==> src/rtl/harmonic_gate_timer.sv <==
module harmonic_gate_timer #(
  parameter int DIV_A     = 10,
  parameter int DIV_B     = 8,
  parameter int CW        = 8,
  parameter int WIN_TICKS = 2
) (
  input  logic clk,
  input  logic rst_n,
  input  logic open_req,
  input  logic harm_pulse,
  input  logic win_tick,
  input  logic tb_en,
  output logic gate,
  output logic busy,
  output logic n_err
);
  localparam int AW = $clog2(DIV_A);
  localparam int BW = $clog2(DIV_B);
  localparam int WW = $clog2(WIN_TICKS + 1);
  localparam logic [CW-1:0] N_MAX   = {CW{1'b1}};
  localparam logic [CW-1:0] ARM_VAL = {{(CW-1){1'b1}}, 1'b0};

  typedef enum logic [2:0] {S_IDLE, S_ARM, S_MEAS, S_CHK, S_SYNC, S_OPEN} st_t;

  st_t           st;
  logic [AW-1:0] pa;
  logic [BW-1:0] pb;
  logic [WW-1:0] wcnt;
  logic [CW-1:0] nacc;
  logic          ovf;
  logic [CW-1:0] cnt;

  wire pa_wrap = (pa == AW'(DIV_A - 1));
  wire pb_wrap = (pb == BW'(DIV_B - 1));
  wire win_end = win_tick && (wcnt == WW'(WIN_TICKS - 1));
  wire n_bad   = (nacc == '0) || ovf;

  assign busy = (st != S_IDLE);

  always_ff @(posedge clk) begin
    if (!rst_n) begin
      st    <= S_IDLE;
      pa    <= '0;
      pb    <= '0;
      wcnt  <= '0;
      nacc  <= '0;
      ovf   <= 1'b0;
      cnt   <= '0;
      gate  <= 1'b0;
      n_err <= 1'b0;
    end else begin
      n_err <= 1'b0;
      case (st)
        S_IDLE: if (open_req) st <= S_ARM;
        S_ARM: if (win_tick) begin
          st   <= S_MEAS;
          pa   <= '0;
          pb   <= '0;
          wcnt <= '0;
          nacc <= '0;
          ovf  <= 1'b0;
        end
        S_MEAS: begin
          if (harm_pulse) begin
            pa <= pa_wrap ? '0 : pa + 1'b1;
            if (pa_wrap) begin
              pb <= pb_wrap ? '0 : pb + 1'b1;
              if (pb_wrap) begin
                if (nacc == N_MAX) ovf <= 1'b1;
                else nacc <= nacc + 1'b1;
              end
            end
          end
          if (win_tick) wcnt <= wcnt + 1'b1;
          if (win_end) st <= S_CHK;
        end
        S_CHK: begin
          if (n_bad) begin
            n_err <= 1'b1;
            st    <= S_IDLE;
          end else begin
            cnt <= ~nacc;
            st  <= S_SYNC;
          end
        end
        S_SYNC: if (tb_en) begin
          gate <= 1'b1;
          st   <= S_OPEN;
        end
        S_OPEN: if (tb_en) begin
          if (cnt == ARM_VAL) begin
            gate <= 1'b0;
            st   <= S_IDLE;
          end else begin
            cnt <= cnt + 1'b1;
          end
        end
        default: st <= S_IDLE;
      endcase
    end
  end
endmodule

==> config.mk <==
export PLATFORM = sky130hd
export DESIGN_NAME = harmonic_gate_timer
export DESIGN_NICKNAME = d
export VERILOG_FILES = /design/src/rtl/harmonic_gate_timer.sv
export SDC_FILE = /design/constraint.sdc
export NUM_CORES = 1
export LEC_CHECK = 0
export ABC_AREA = 1
export BUFFER_PORTS_ARGS = -buffer_cell sky130_fd_sc_hd__clkbuf_2
export CAP_MARGIN = 20
export CORE_MARGIN = 2
export CORE_UTILIZATION = 53
export CTS_CLUSTER_SIZE = 16
export DETAILED_ROUTE_END_ITERATION = 12
export PLACE_DENSITY = 0.81
export REMOVE_ABC_BUFFERS = 1
export SYNTH_ARGS = -nofsm -noshare
export SYNTH_HDL_FRONTEND = slang
export SYNTH_SLANG_ARGS = --single-unit
==> constraint.sdc <==
create_clock -name clk -period 2.15 [get_ports clk]
set_input_delay 0.215 -clock clk [delete_from_list [all_inputs] [get_ports clk]]
set_output_delay 0.215 -clock clk [all_outputs]
set_load 0.05 [all_outputs]
==> results of run 1 <==
[metal layers]
metal	share of wire [%]	vias up	track usage [%]	routed length [um]
li1	-	1003	-	-
met1	49	801	25.8	2000
met2	46	25	37.6	1860
met3	3.0	8	4.62	123
met4	1.7	0	10.4	70
met5	0	-	0	0
[where the power goes]
part	internal, uW	leakage (uW)	total (uW)	switching, uW
registers	694	0.000252	822	128
logic	336	0.000700	1030	693
clock network	227	0.0000422	437	211
[worst max-delay path by stage]
stage                 start  slack (ns)  cells past startpoint       to
finish              nacc[0]        0.41                      9   cnt[2]
floorplan             st[0]        0.58                     10  nacc[5]
global placement    nacc[0]        0.50                      9   cnt[6]
detailed placement  nacc[0]        0.46                      9   cnt[6]
global route        nacc[0]        0.24                      9   cnt[3]
CTS                 nacc[0]        0.43                      9   cnt[6]
[final cells by class]
cell class | count | area (um2) | share of cell area [%]
Multi-Input combinational cell | 235 | 1180 | 55.3
Sequential cell | 31 | 621 | 29.0
Tap cell | 48 | 60.1 | 2.81
Clock buffer | 7 | 76.3 | 3.57
Timing Repair Buffer | 10 | 55.1 | 2.57
Clock inverter | 1 | 5.00 | 0.234
Inverter | 37 | 140 | 6.55
[registers in the layout, summed over array words and instances, names as in the netlist]
register / count
ovf: 1
nacc: 8
pb: 3
cnt: 8
wcnt: 2
st: 3
gate: 1
n_err: 1
pa: 4
[layout by cell type (no fill, tap or decap), types with 3 or more instances in the layout]
cell type / count
sky130_fd_sc_hd__ha_1: 9
sky130_fd_sc_hd__nor2_1: 47
sky130_fd_sc_hd__nor2_2: 3
sky130_fd_sc_hd__inv_2: 3
sky130_fd_sc_hd__nand4_1: 4
sky130_fd_sc_hd__nor2_4: 3
sky130_fd_sc_hd__nand3b_1: 3
sky130_fd_sc_hd__inv_1: 32
sky130_fd_sc_hd__clkbuf_2: 8
sky130_fd_sc_hd__dfxtp_1: 31
sky130_fd_sc_hd__nand3_1: 25
sky130_fd_sc_hd__o21ai_0: 16
sky130_fd_sc_hd__clkbuf_8: 5
sky130_fd_sc_hd__nand2_2: 3
sky130_fd_sc_hd__nand2_1: 89
sky130_fd_sc_hd__a21oi_1: 18
[cell families after synthesis]
| family | count (synthesis) | share of synthesized area, % |
|---|---|---|
| and+or+nand+nor | 187 | 43.5 |
| DFF | 31 | 31.4 |
| muxes | 1 | 0.506 |
| xor gates and xnor gates | 1 | 0.443 |
| buffers and inverters | 42 | 8.85 |
| adders and majority gates | 9 | 5.69 |
| AOI/OAI and AO/OA | 37 | 9.61 |
[metrics by stage]
stage / total power [uW] / cell area, um2 / setup WS [ns] / cells / hold slack [ns]
floorplan: 1640 / 1940 / 0.579 / 303 / 0.322
global placement: 1830 / 2060 / 0.500 / 361 / 0.453
detailed placement: 1850 / 2060 / 0.462 / 361 / 0.448
CTS: 2290 / 2140 / 0.432 / 369 / 0.147
global route: 2510 / 2140 / 0.243 / 369 / 0.179
finish: 2290 / 2140 / 0.415 / 369 / 0.156
==> insert_results.sql, run 1 <==
INSERT INTO impl_metrics (metric_group, metric, value, unit) VALUES
('run', 'max_cap_violations', '0', ''),
('floorplan', 'dieWidth', '65.1', 'um'),
('clock_tree', 'worst_skew_pair.late_latency', '0.29', 'ns'),
('yosys', 'mappedNetlistArea', '0.00198', 'mm2'),
('worst_setup_path', 'crit_path_max_fanout', '10', ''),
('yosys', 'yosysWarnings', '0', ''),
('grt', 'grt_pass1_wl', '7110', 'um'),
('sta', 'maxSlewViolCount', '0', ''),
('yosys', 'synthesis.instances', '308', ''),
('grt', 'grt_start_max_net_pins', '19', ''),
('worst_setup_path', 'cp.buffers_inverters', '1', ''),
('final_layout', 'postLayoutCoreUtil', '58.9', '%'),
('yosys', 'synth.top_cells.by_area', 'sky130_fd_sc_hd__dfxtp_1 (31%), sky130_fd_sc_hd__nand2_1 (17%), sky130_fd_sc_hd__nor2_1 (8.9%), sky130_fd_sc_hd__nand3_1 (6.3%), sky130_fd_sc_hd__inv_1 (6.1%)', ''),
('worst_setup_path', 'worst-r2r-cell-count', '9', ''),
('yosys', 'synth_most_common_cell', 'sky130_fd_sc_hd__nand2_1', ''),
('outcome', 'status', 'complete, no violations', ''),
('hold_path', 'worst_hold_depth', '2', ''),
('sta', 'final_min_period_over_clock_period', '80.7', '%'),
('yosys', 'synth-seq-area-share', '31.4', '%'),
('sta', 'timing_hold_violations_final', '0', ''),
('final_layout', 'antenna_cells_inserted', '0', ''),
('sta', 'max_slew_margin', '76.2', '%'),
('clock_tree', 'post-cts-setup-buffer-count', '0', ''),
('hold_path', 'startpoint_of_the_most_critical_hold_path', 'win_tick', ''),
('floorplan', 'start_util', '54.4', '%'),
('placed_design', 'io_buffers', '8', ''),
('clock_tree', 'clock_slew_at_the_register_clock_pins_of_the_worst_setup_and_hold_paths', '0.07', 'ns'),
('power_and_ir_drop', 'power.static_leakage', '0.000994', 'uW'),
('sta', 'totalNegativeSetupSlack', '0', 'ns'),
('drt', 'routed_wire_length_per_instance', '11.0', 'um'),
('sta', 'setup_violations', '0', ''),
('worst_setup_path', 'worstSetupEndpointType', 'register', ''),
('final_layout', 'nets', '335', ''),
('yosys', 'synth.lib_cells_used.distinct', '31', ''),
('floorplan', 'dieArea', '0.00424', 'mm2'),
('clock_tree', 'ctsHoldBuffers', '0', ''),
('power_and_ir_drop', 'ir_drop_worst_case_vdd', '0.701', 'mV'),
('floorplan', 'floorplan.rows', '22', ''),
('final_layout', 'layout.filler_cells', '363', ''),
('yosys', 'synthTopCellsByCount', 'sky130_fd_sc_hd__nand2_1 (89), sky130_fd_sc_hd__nor2_1 (47), sky130_fd_sc_hd__inv_1 (32)', ''),
('drt', 'totalWireLength', '4050', 'um'),
('hold_path', 'hold_path_end', 'wcnt[0]', ''),
('clock_tree', 'clk_root_buf', 'sky130_fd_sc_hd__clkbuf_8', ''),
('drt', 'detail_route.drc_violations', '0', ''),
('grt', 'grt_use_total', '21.8', '%'),
('floorplan', 'core', '0.00363', 'mm2'),
('worst_setup_path', 'cp_top_family', 'simple AND/OR/NAND/NOR gates', ''),
('clock_tree', 'h_tree_level_count', '2', ''),
('grt', 'grt_antenna_before_repair', '0', ''),
('yosys', 'synth-seq-cells', '31', ''),
('yosys', 'netlist.top_cell.by_area', 'sky130_fd_sc_hd__dfxtp_1', ''),
('clock_tree', 'clock_sinks', '31', ''),
('drt', 'detail_route.first_pass.iterations', '5', ''),
('drt', 'drt_iter0_drc', '131', ''),
('placed_design', 'gpl.final_weighted_congestion', '0.842', ''),
('worst_setup_path', 'rrSetupSlack', '0.41', 'ns'),
('grt', 'first_global_vias', '1715', ''),
('sta', 'layout_min_cycle_time', '1.74', 'ns'),
('sta', 'grt_setup_unrepaired', 'false', ''),
('yosys', 'synth-main-ff-cell', 'sky130_fd_sc_hd__dfxtp_1', ''),
('final_layout', 'layout-area-overhead-vs-synth', '8.16', '%'),
('clock_tree', 'cts_resized', '0', ''),
('worst_setup_path', 'cp_cell_sequence', 'inv_1 > ha_1 > nand3_1 > nor2_1 > nor2_1 > nand2_1 > and2_1 > nor2_1 > nor2_1', ''),
('worst_setup_path', 'crit-reg2reg-capture', 'cnt[2]', ''),
('worst_setup_path', 'critical_path_most_common_cell', 'sky130_fd_sc_hd__nor2_1', ''),
('drt', 'via_per_inst', '4.98', ''),
('worst_setup_path', 'worst_ep_arrival_time', '1.92', 'ns'),
('yosys', 'synth_area_per_cell', '6.42', 'um2'),
('worst_setup_path', 'path_class', 'register to register', ''),
('power_and_ir_drop', 'p_per_area', '1070', 'mW/mm2'),
('final_layout', 'post_route_cells_drive_above_1_share', '10.6', '%');
Note: power is estimated with default switching activity, not from simulation.
==> run 2, diff against run 1 <==
==> constraint.sdc (replaced) <==
create_clock -name clk -period 1.8 [get_ports clk]
set_input_delay 0.18 -clock clk [delete_from_list [all_inputs] [get_ports clk]]
set_output_delay 0.18 -clock clk [all_outputs]
set_load 0.05 [all_outputs]
==> run 2 against run 1 <==
Cell count increased by 0.54%; clock power increased by 42%; register-to-register slack got worse by 0.29 ns; sequential cell count unchanged; first-iteration DRC count decreased by 5.3%; count of clock-buffer cells in the layout unchanged; design area increased by 2.0%; setup slack got worse by 0.29 ns; clock skew decreased by 0.0059 ns; largest cell class unchanged; highest routed layer unchanged.
==> insert_results.sql, run 2 (synthesis results as in run 1) <==
INSERT INTO impl_metrics (metric_group, metric, value, unit) VALUES
('sta', 'maxSlewViolCount', '0', ''),
('final_layout', 'instances_no_fill', '371', ''),
('sta', 'clock-skew-final', '0.00514', 'ns'),
('power_and_ir_drop', 'power.static_leakage', '0.00101', 'uW'),
('floorplan', 'die_height', '65.1', 'um'),
('worst_setup_path', 'crit_path_max_fanout', '9', ''),
('worst_setup_path', 'worstSetupEndpointType', 'register', ''),
('power_and_ir_drop', 'p_per_area', '1300', 'mW/mm2'),
('drt', 'detail_route.drc_violations', '0', ''),
('drt', 'totalWireLength', '4240', 'um'),
('worst_setup_path', 'cp_top_family', 'simple AND/OR/NAND/NOR gates', ''),
('final_layout', 'most_common_library_cell_in_the_layout_ignoring_fill_and_taps', 'sky130_fd_sc_hd__nand2_1', ''),
('final_layout', 'stdcell_area', '0.00218', 'mm2'),
('worst_setup_path', 'critical_path_required', '2.01', 'ns'),
('grt', 'grt_pass1_wl', '7530', 'um'),
('floorplan', 'number_of_primary_i_o_pins', '9', ''),
('final_layout', 'multi_input_comb_area', '0.00119', 'mm2'),
('final_layout', 'mostFrequentLayoutCells', 'sky130_fd_sc_hd__nand2_1 (89), sky130_fd_sc_hd__nor2_1 (47), sky130_fd_sc_hd__inv_1 (32)', ''),
('sta', 'timing_hold_violations_final', '0', ''),
('final_layout', 'postLayoutCoreUtil', '60.1', '%'),
('clock_tree', 'clock_slew_at_the_register_clock_pins_of_the_worst_setup_and_hold_paths', '0.06', 'ns'),
('clock_tree', 'worst_skew_pair.late_latency', '0.29', 'ns'),
('grt', 'grt_start_max_net_pins', '19', ''),
('final_layout', 'nets', '337', ''),
('drt', 'final_antenna_net_count', '0', ''),
('clock_tree', 'clk_root_buf', 'sky130_fd_sc_hd__clkbuf_8', ''),
('drt', 'via_per_inst', '5.10', ''),
('floorplan', 'start_util', '54.4', '%'),
('worst_setup_path', 'crit-reg2reg-capture', 'nacc[3]', ''),
('final_layout', 'layout-area-overhead-vs-synth', '10.4', '%'),
('worst_setup_path', 'worst_r2r_startpoint', 'nacc[0]', ''),
('placed_design', 'dpl.cell_count', '363', ''),
('floorplan', 'dieWidth', '65.1', 'um'),
('worst_setup_path', 'path_class', 'register to register', ''),
('worst_setup_path', 'worst_path_largest_cell_delay', '0.42', 'ns'),
('hold_path', 'startpoint_of_the_most_critical_hold_path', 'win_tick', ''),
('sta', 'worst_pin_slew', '0.358', 'ns'),
('power_and_ir_drop', 'ir_drop_worst_case_vdd', '0.883', 'mV'),
('worst_setup_path', 'timing.critical_path.slowest_stage_cell', 'sky130_fd_sc_hd__dfxtp_1', ''),
('worst_setup_path', 'worst_ep_arrival_time', '1.89', 'ns'),
('hold_path', 'class_of_the_tightest_hold_or_removal_check', 'input pin to register', ''),
('hold_path', 'worst_hold_depth', '2', ''),
('worst_setup_path', 'timing.critical_path.depth', '9', ''),
('final_layout', 'layout_top_registers', 'cnt (8), nacc (8), pa (4)', ''),
('worst_setup_path', 'cp_cell_sequence', 'ha_1 > nand2_1 > nor2_4 > nand2_1 > nor2_4 > nor2_8 > nand2_4 > nand2_1 > a21oi_1', ''),
('placed_design', 'gpl.final_weighted_congestion', '0.833', ''),
('drt', 'drt_iter0_drc', '124', ''),
('placed_design', 'hpwl', '3060', 'um'),
('run', 'max_cap_violations', '0', ''),
('floorplan', 'dieArea', '0.00424', 'mm2'),
('final_layout', 'antenna_cells_inserted', '0', ''),
('floorplan', 'floorplan.rows', '22', ''),
('placed_design', 'postPlaceCellArea', '0.00207', 'mm2'),
('sta', 'max_slew_margin', '75.9', '%'),
('clock_tree', 'clock_sinks', '31', ''),
('sta', 'layout_min_cycle_time', '1.68', 'ns'),
('sta', 'setup_violations', '0', ''),
('sta', 'fin_worst_hold_slack', '0.128', 'ns'),
('sta', 'grt_setup_unrepaired', 'false', ''),
('sta', 'final_min_period_over_clock_period', '93.2', '%'),
('drt', 'routed_wire_length_per_instance', '11.4', 'um'),
('final_layout', 'post_route_cells_drive_above_1_share', '12.1', '%'),
('floorplan', 'core', '0.00363', 'mm2'),
('clock_tree', 'ctsHoldBuffers', '0', ''),
('clock_tree', 'cts_tree', 'done', ''),
('drt', 'route.vias.total', '1892', ''),
('final_layout', 'layout.filler_cells', '346', ''),
('worst_setup_path', 'cp.buffers_inverters', '0', ''),
('clock_tree', 'numCtsBuffers', '5', ''),
('grt', 'grt_use_total', '22.7', '%'),
('clock_tree', 'h_tree_level_count', '2', ''),
('hold_path', 'hold_path_end', 'wcnt[0]', ''),
('grt', 'first_global_vias', '1799', ''),
('worst_setup_path', 'worst-r2r-cell-count', '9', ''),
('sta', 'totalNegativeSetupSlack', '0', 'ns'),
('worst_setup_path', 'rrSetupSlack', '0.12', 'ns'),
('grt', 'grt_antenna_before_repair', '0', ''),
('final_layout', 'ff_latch_area', '621', 'um2'),
('worst_setup_path', 'critical_path_most_common_cell', 'sky130_fd_sc_hd__nand2_1', ''),
('worst_setup_path', 'timing.critical_path.from_type', 'register', ''),
('sta', 'fmaxAchievable', '0.596', 'GHz'),
('placed_design', 'io_buffers', '8', ''),
('grt', 'grt.overflow.total', '0', ''),
('clock_tree', 'ctsLongestPathBuffers', '2', ''),
('drt', 'detail_route.first_pass.iterations', '4', ''),
('outcome', 'status', 'complete, no violations', '');
-- run 2: cell types whose count changed in the layout (fill, tap and decap cells not counted), sizes merged --
cell      before  now
clkinv         3    2
buf            2    4
clkinvlp       0    1
-- run 2: how the worst max path moves through the flow --
stage,from,to,slack (ns)
2_1_floorplan,st[0],nacc[5],0.23
3_3_place_gp,cnt[2],cnt[6],0.22
3_5_place_dp,cnt[2],cnt[0],0.16
4_1_cts,nacc[0],nacc[3],0.12
5_1_grt,nacc[0],nacc[3],0.01
6_report,nacc[0],nacc[3],0.12
-- run 2: metal layers --
metal	wire length [um]	share of wire (%)	GRT usage, %	up-vias
li1	-	-	-	1013
met1	1970	46	26.8	840
met2	2080	49	40.1	32
met3	117	2.8	4.79	7
met4	69	1.6	8.85	0
met5	0	0	0	-
-- run 2: area by class of cell --
type | instances | area share [%]
Multi-Input combinational cell | 235 | 54.4
Sequential cell | 31 | 28.4
Inverter | 37 | 6.42
Clock buffer | 7 | 4.41
Timing Repair Buffer | 12 | 3.21
Tap cell | 48 | 2.75
Clock inverter | 1 | 0.344
-- run 2: repair_timing --
item	4_1_cts	5_1_grt
gates resized for setup	0	2
buffers inserted	0	0
setup endpoints to repair	0	12
-- run 2: through the flow --
| stage | setup slack, ns | power (uW) |
|---|---|---|
| floorplan | 0.229 | 1960 |
| global placement | 0.215 | 2190 |
| detailed placement | 0.158 | 2210 |
| CTS | 0.123 | 2840 |
| global route | 0.0148 | 3100 |
| finish | 0.122 | 2830 |
-- run 2: where the power goes --
group,switching [uW],internal (uW),leakage [uW]
Clock,274,348,0.0000505
Sequential,154,829,0.000252
Combinational,818,410,0.000709
==> run 3, diff against run 2 <==
--- a/config.mk
+++ b/config.mk
@@ -13,6 +13,7 @@
 export CTS_CLUSTER_SIZE = 16
 export DETAILED_ROUTE_END_ITERATION = 12
 export PLACE_DENSITY = 0.81
+export RECOVER_POWER = 50
 export REMOVE_ABC_BUFFERS = 1
 export SYNTH_ARGS = -nofsm -noshare
 export SYNTH_HDL_FRONTEND = slang
==> run 3 against run 2 <==
Combinational power about the same; sequential share of layout area increased by 0.13 points; clock power about the same; setup slack improved by 0.0023 ns; utilization decreased by 0.28 points; cell count unchanged; non-clock buffer count unchanged; power decreased by 0.36%; die area unchanged; via count decreased by 0.21%; worst hold slack got worse by 0.0015 ns.
==> insert_results.sql, run 3 (synthesis results as in run 1) <==
INSERT INTO impl_metrics (metric_group, metric, value, unit) VALUES
('drt', 'route.layer.met1.wl', '1950', 'um'),
('power_and_ir_drop', 'p_per_area', '1300', 'mW/mm2'),
('clock_tree', 'ctsHoldBuffers', '0', ''),
('worst_setup_path', 'critical_path_required', '2.01', 'ns'),
('drt', 'detailed_route_wirelength_on_metal2', '2070', 'um'),
('clock_tree', 'numCtsBuffers', '5', ''),
('final_layout', 'mostFrequentLayoutCells', 'sky130_fd_sc_hd__nand2_1 (89), sky130_fd_sc_hd__nor2_1 (48), sky130_fd_sc_hd__inv_1 (32)', ''),
('drt', 'totalWireLength', '4220', 'um'),
('clock_tree', 'h_tree_level_count', '2', ''),
('worst_setup_path', 'worst_r2r_startpoint', 'nacc[0]', ''),
('hold_path', 'class_of_the_tightest_hold_or_removal_check', 'input pin to register', ''),
('worst_setup_path', 'path_class', 'register to register', ''),
('sta', 'final_min_period_over_clock_period', '93.1', '%'),
('hold_path', 'worst_hold_depth', '2', ''),
('worst_setup_path', 'timing.critical_path.slowest_stage_cell', 'sky130_fd_sc_hd__dfxtp_1', ''),
('drt', 'final_antenna_net_count', '0', ''),
('drt', 'maxUsedRoutingLayer', 'met4', ''),
('floorplan', 'floorplan.rows', '22', ''),
('sta', 'fmaxAchievable', '0.597', 'GHz'),
('hold_path', 'startpoint_of_the_most_critical_hold_path', 'win_tick', ''),
('final_layout', 'post_route_cells_drive_above_1_share', '10.8', '%'),
('placed_design', 'pre_cts_ws', '0.158', 'ns'),
('final_layout', 'multi_input_comb_area', '0.00118', 'mm2'),
('drt', 'amount_of_wire_on_met3_after_detailed_routing', '131', 'um'),
('worst_setup_path', 'crit-reg2reg-capture', 'nacc[3]', ''),
('power_and_ir_drop', 'seqPwrFrac', '34.8', '%'),
('power_and_ir_drop', 'swShare', '44.0', '%'),
('grt', 'first_global_vias', '1799', ''),
('sta', 'layout_min_cycle_time', '1.68', 'ns'),
('drt', 'routed_wire_length_per_instance', '11.4', 'um'),
('sta', 'max_slew_margin', '60.5', '%'),
('worst_setup_path', 'critical_path_most_common_cell', 'sky130_fd_sc_hd__nand2_1', ''),
('grt', 'grt_start_max_net_pins', '19', ''),
('placed_design', 'hpwl', '3060', 'um'),
('final_layout', 'stdcell_area', '0.00217', 'mm2'),
('power_and_ir_drop', 'comb_power_share', '43.1', '%'),
('worst_setup_path', 'worst-r2r-cell-count', '9', ''),
('clock_tree', 'ctsLongestPathBuffers', '2', ''),
('grt', 'grt_use_total', '22.7', '%'),
('grt', 'grt_antenna_before_repair', '0', ''),
('sta', 'totalNegativeSetupSlack', '0', 'ns'),
('grt', 'grt.overflow.total', '0', ''),
('worst_setup_path', 'crit_path_max_fanout', '9', ''),
('worst_setup_path', 'rrSetupSlack', '0.12', 'ns'),
('sta', 'setup_violations', '0', ''),
('floorplan', 'dieArea', '0.00424', 'mm2'),
('final_layout', 'layout_top_registers', 'cnt (8), nacc (8), pa (4)', ''),
('drt', 'route.vias.total', '1888', ''),
('power_and_ir_drop', 'internal-power', '1580', 'uW'),
('floorplan', 'start_util', '54.4', '%'),
('sta', 'timing_hold_violations_final', '0', ''),
('worst_setup_path', 'timing.critical_path.from_type', 'register', ''),
('worst_setup_path', 'worstSetupEndpointType', 'register', ''),
('final_layout', 'instances_no_fill', '371', ''),
('placed_design', 'postPlaceCellArea', '0.00207', 'mm2'),
('floorplan', 'number_of_primary_i_o_pins', '9', ''),
('run', 'max_cap_violations', '0', ''),
('clock_tree', 'worst_skew_pair.late_latency', '0.29', 'ns'),
('clock_tree', 'clock_sinks', '31', ''),
('placed_design', 'io_buffers', '8', ''),
('worst_setup_path', 'worst_path_largest_cell_delay', '0.42', 'ns'),
('placed_design', 'dpl.cell_count', '363', ''),
('clock_tree', 'cts_tree', 'done', ''),
('final_layout', 'most_common_library_cell_in_the_layout_ignoring_fill_and_taps', 'sky130_fd_sc_hd__nand2_1', ''),
('outcome', 'status', 'complete, no violations', ''),
('drt', 'detail_route.first_pass.iterations', '4', ''),
('final_layout', 'ff_latch_area', '621', 'um2'),
('clock_tree', 'clock_slew_at_the_register_clock_pins_of_the_worst_setup_and_hold_paths', '0.07', 'ns'),
('drt', 'detail_route.drc_violations', '0', ''),
('sta', 'worst_pin_slew', '0.595', 'ns'),
('floorplan', 'core', '0.00363', 'mm2'),
('final_layout', 'layout-area-overhead-vs-synth', '9.87', '%'),
('sta', 'clock-skew-final', '0.00533', 'ns'),
('sta', 'grt_setup_unrepaired', 'false', ''),
('final_layout', 'antenna_cells_inserted', '0', ''),
('sta', 'maxSlewViolCount', '0', ''),
('drt', 'drt_iter0_drc', '121', ''),
('floorplan', 'dieWidth', '65.1', 'um'),
('final_layout', 'postLayoutCoreUtil', '59.8', '%'),
('power_and_ir_drop', 'power.static_leakage', '0.00100', 'uW'),
('final_layout', 'layout.filler_cells', '350', ''),
('placed_design', 'gpl.final_weighted_congestion', '0.833', ''),
('sta', 'worst_slack', '0.124', 'ns'),
('power_and_ir_drop', 'p_sw', '1240', 'uW'),
('power_and_ir_drop', 'power.share.clock', '22.1', '%'),
('drt', 'via_per_inst', '5.09', ''),
('worst_setup_path', 'worst_ep_arrival_time', '1.88', 'ns'),
('worst_setup_path', 'cp_cell_sequence', 'ha_1 > nand2_1 > nor2_4 > nand2_1 > nor2_4 > nor2_8 > nand2_4 > nand2_1 > a21oi_1', ''),
('power_and_ir_drop', 'ir_drop_worst_case_vdd', '0.881', 'mV'),
('final_layout', 'nets', '337', ''),
('clock_tree', 'clk_root_buf', 'sky130_fd_sc_hd__clkbuf_8', ''),
('grt', 'grt_pass1_wl', '7530', 'um'),
('floorplan', 'die_height', '65.1', 'um'),
('hold_path', 'hold_path_end', 'wcnt[0]', '');
[run 3: layout make-up]
| type | count | share of cell area, % |
|---|---|---|
| Clock inverter | 1 | 0.345 |
| Inverter | 37 | 6.45 |
| Clock buffer | 7 | 4.43 |
| Tap cell | 48 | 2.76 |
| Timing Repair Buffer | 12 | 3.11 |
| Sequential cell | 31 | 28.6 |
| Multi-Input combinational cell | 235 | 54.3 |
[run 3: worst max-delay path, delay by kind of cell (launching register included)]
kind            cells  cell delay [ns]
simple gates        7             0.81
flops               1             0.42
fa+ha+maj           1             0.22
compound gates      1             0.13
[run 3: power groups by stage]
| stage | logic (uW) | clock network [uW] | registers, uW |
|---|---|---|---|
| global placement | 1200 | 0 | 987 |
| CTS | 1230 | 627 | 981 |
| detailed placement | 1220 | 0 | 994 |
| global route | 1430 | 658 | 1000 |
| finish | 1220 | 623 | 983 |
| floorplan | 978 | 0 | 978 |
[run 3: timing repair]
| item | 4_1_cts | 5_1_grt |
|---|---|---|
| setup buffers | 0 | 0 |
| resized for setup | 0 | 2 |
| endpoints found under the setup margin | 0 | 12 |
[run 3: worst max-delay path by stage]
stage	from	slack, ns	to
final	nacc[0]	0.12	nacc[3]
after global routing	nacc[0]	0.01	nacc[3]
after CTS	nacc[0]	0.12	nacc[3]
after detailed placement	cnt[2]	0.16	cnt[0]
after global placement	cnt[2]	0.22	cnt[6]
after floorplan	st[0]	0.23	nacc[5]
[run 3: through the flow]
step	hold slack [ns]	power, uW
after global placement	0.428	2190
after detailed placement	0.433	2210
final	0.127	2820
after global routing	0.160	3090
after CTS	0.127	2840
after floorplan	0.287	1960
[run 3: layer usage]
| metal | GRT usage (%) | vias up |
|---|---|---|
| li1 | - | 1013 |
| met4 | 8.85 | 0 |
| met2 | 40.1 | 32 |
| met3 | 4.79 | 7 |
| met1 | 26.8 | 836 |
| met5 | 0 | - |
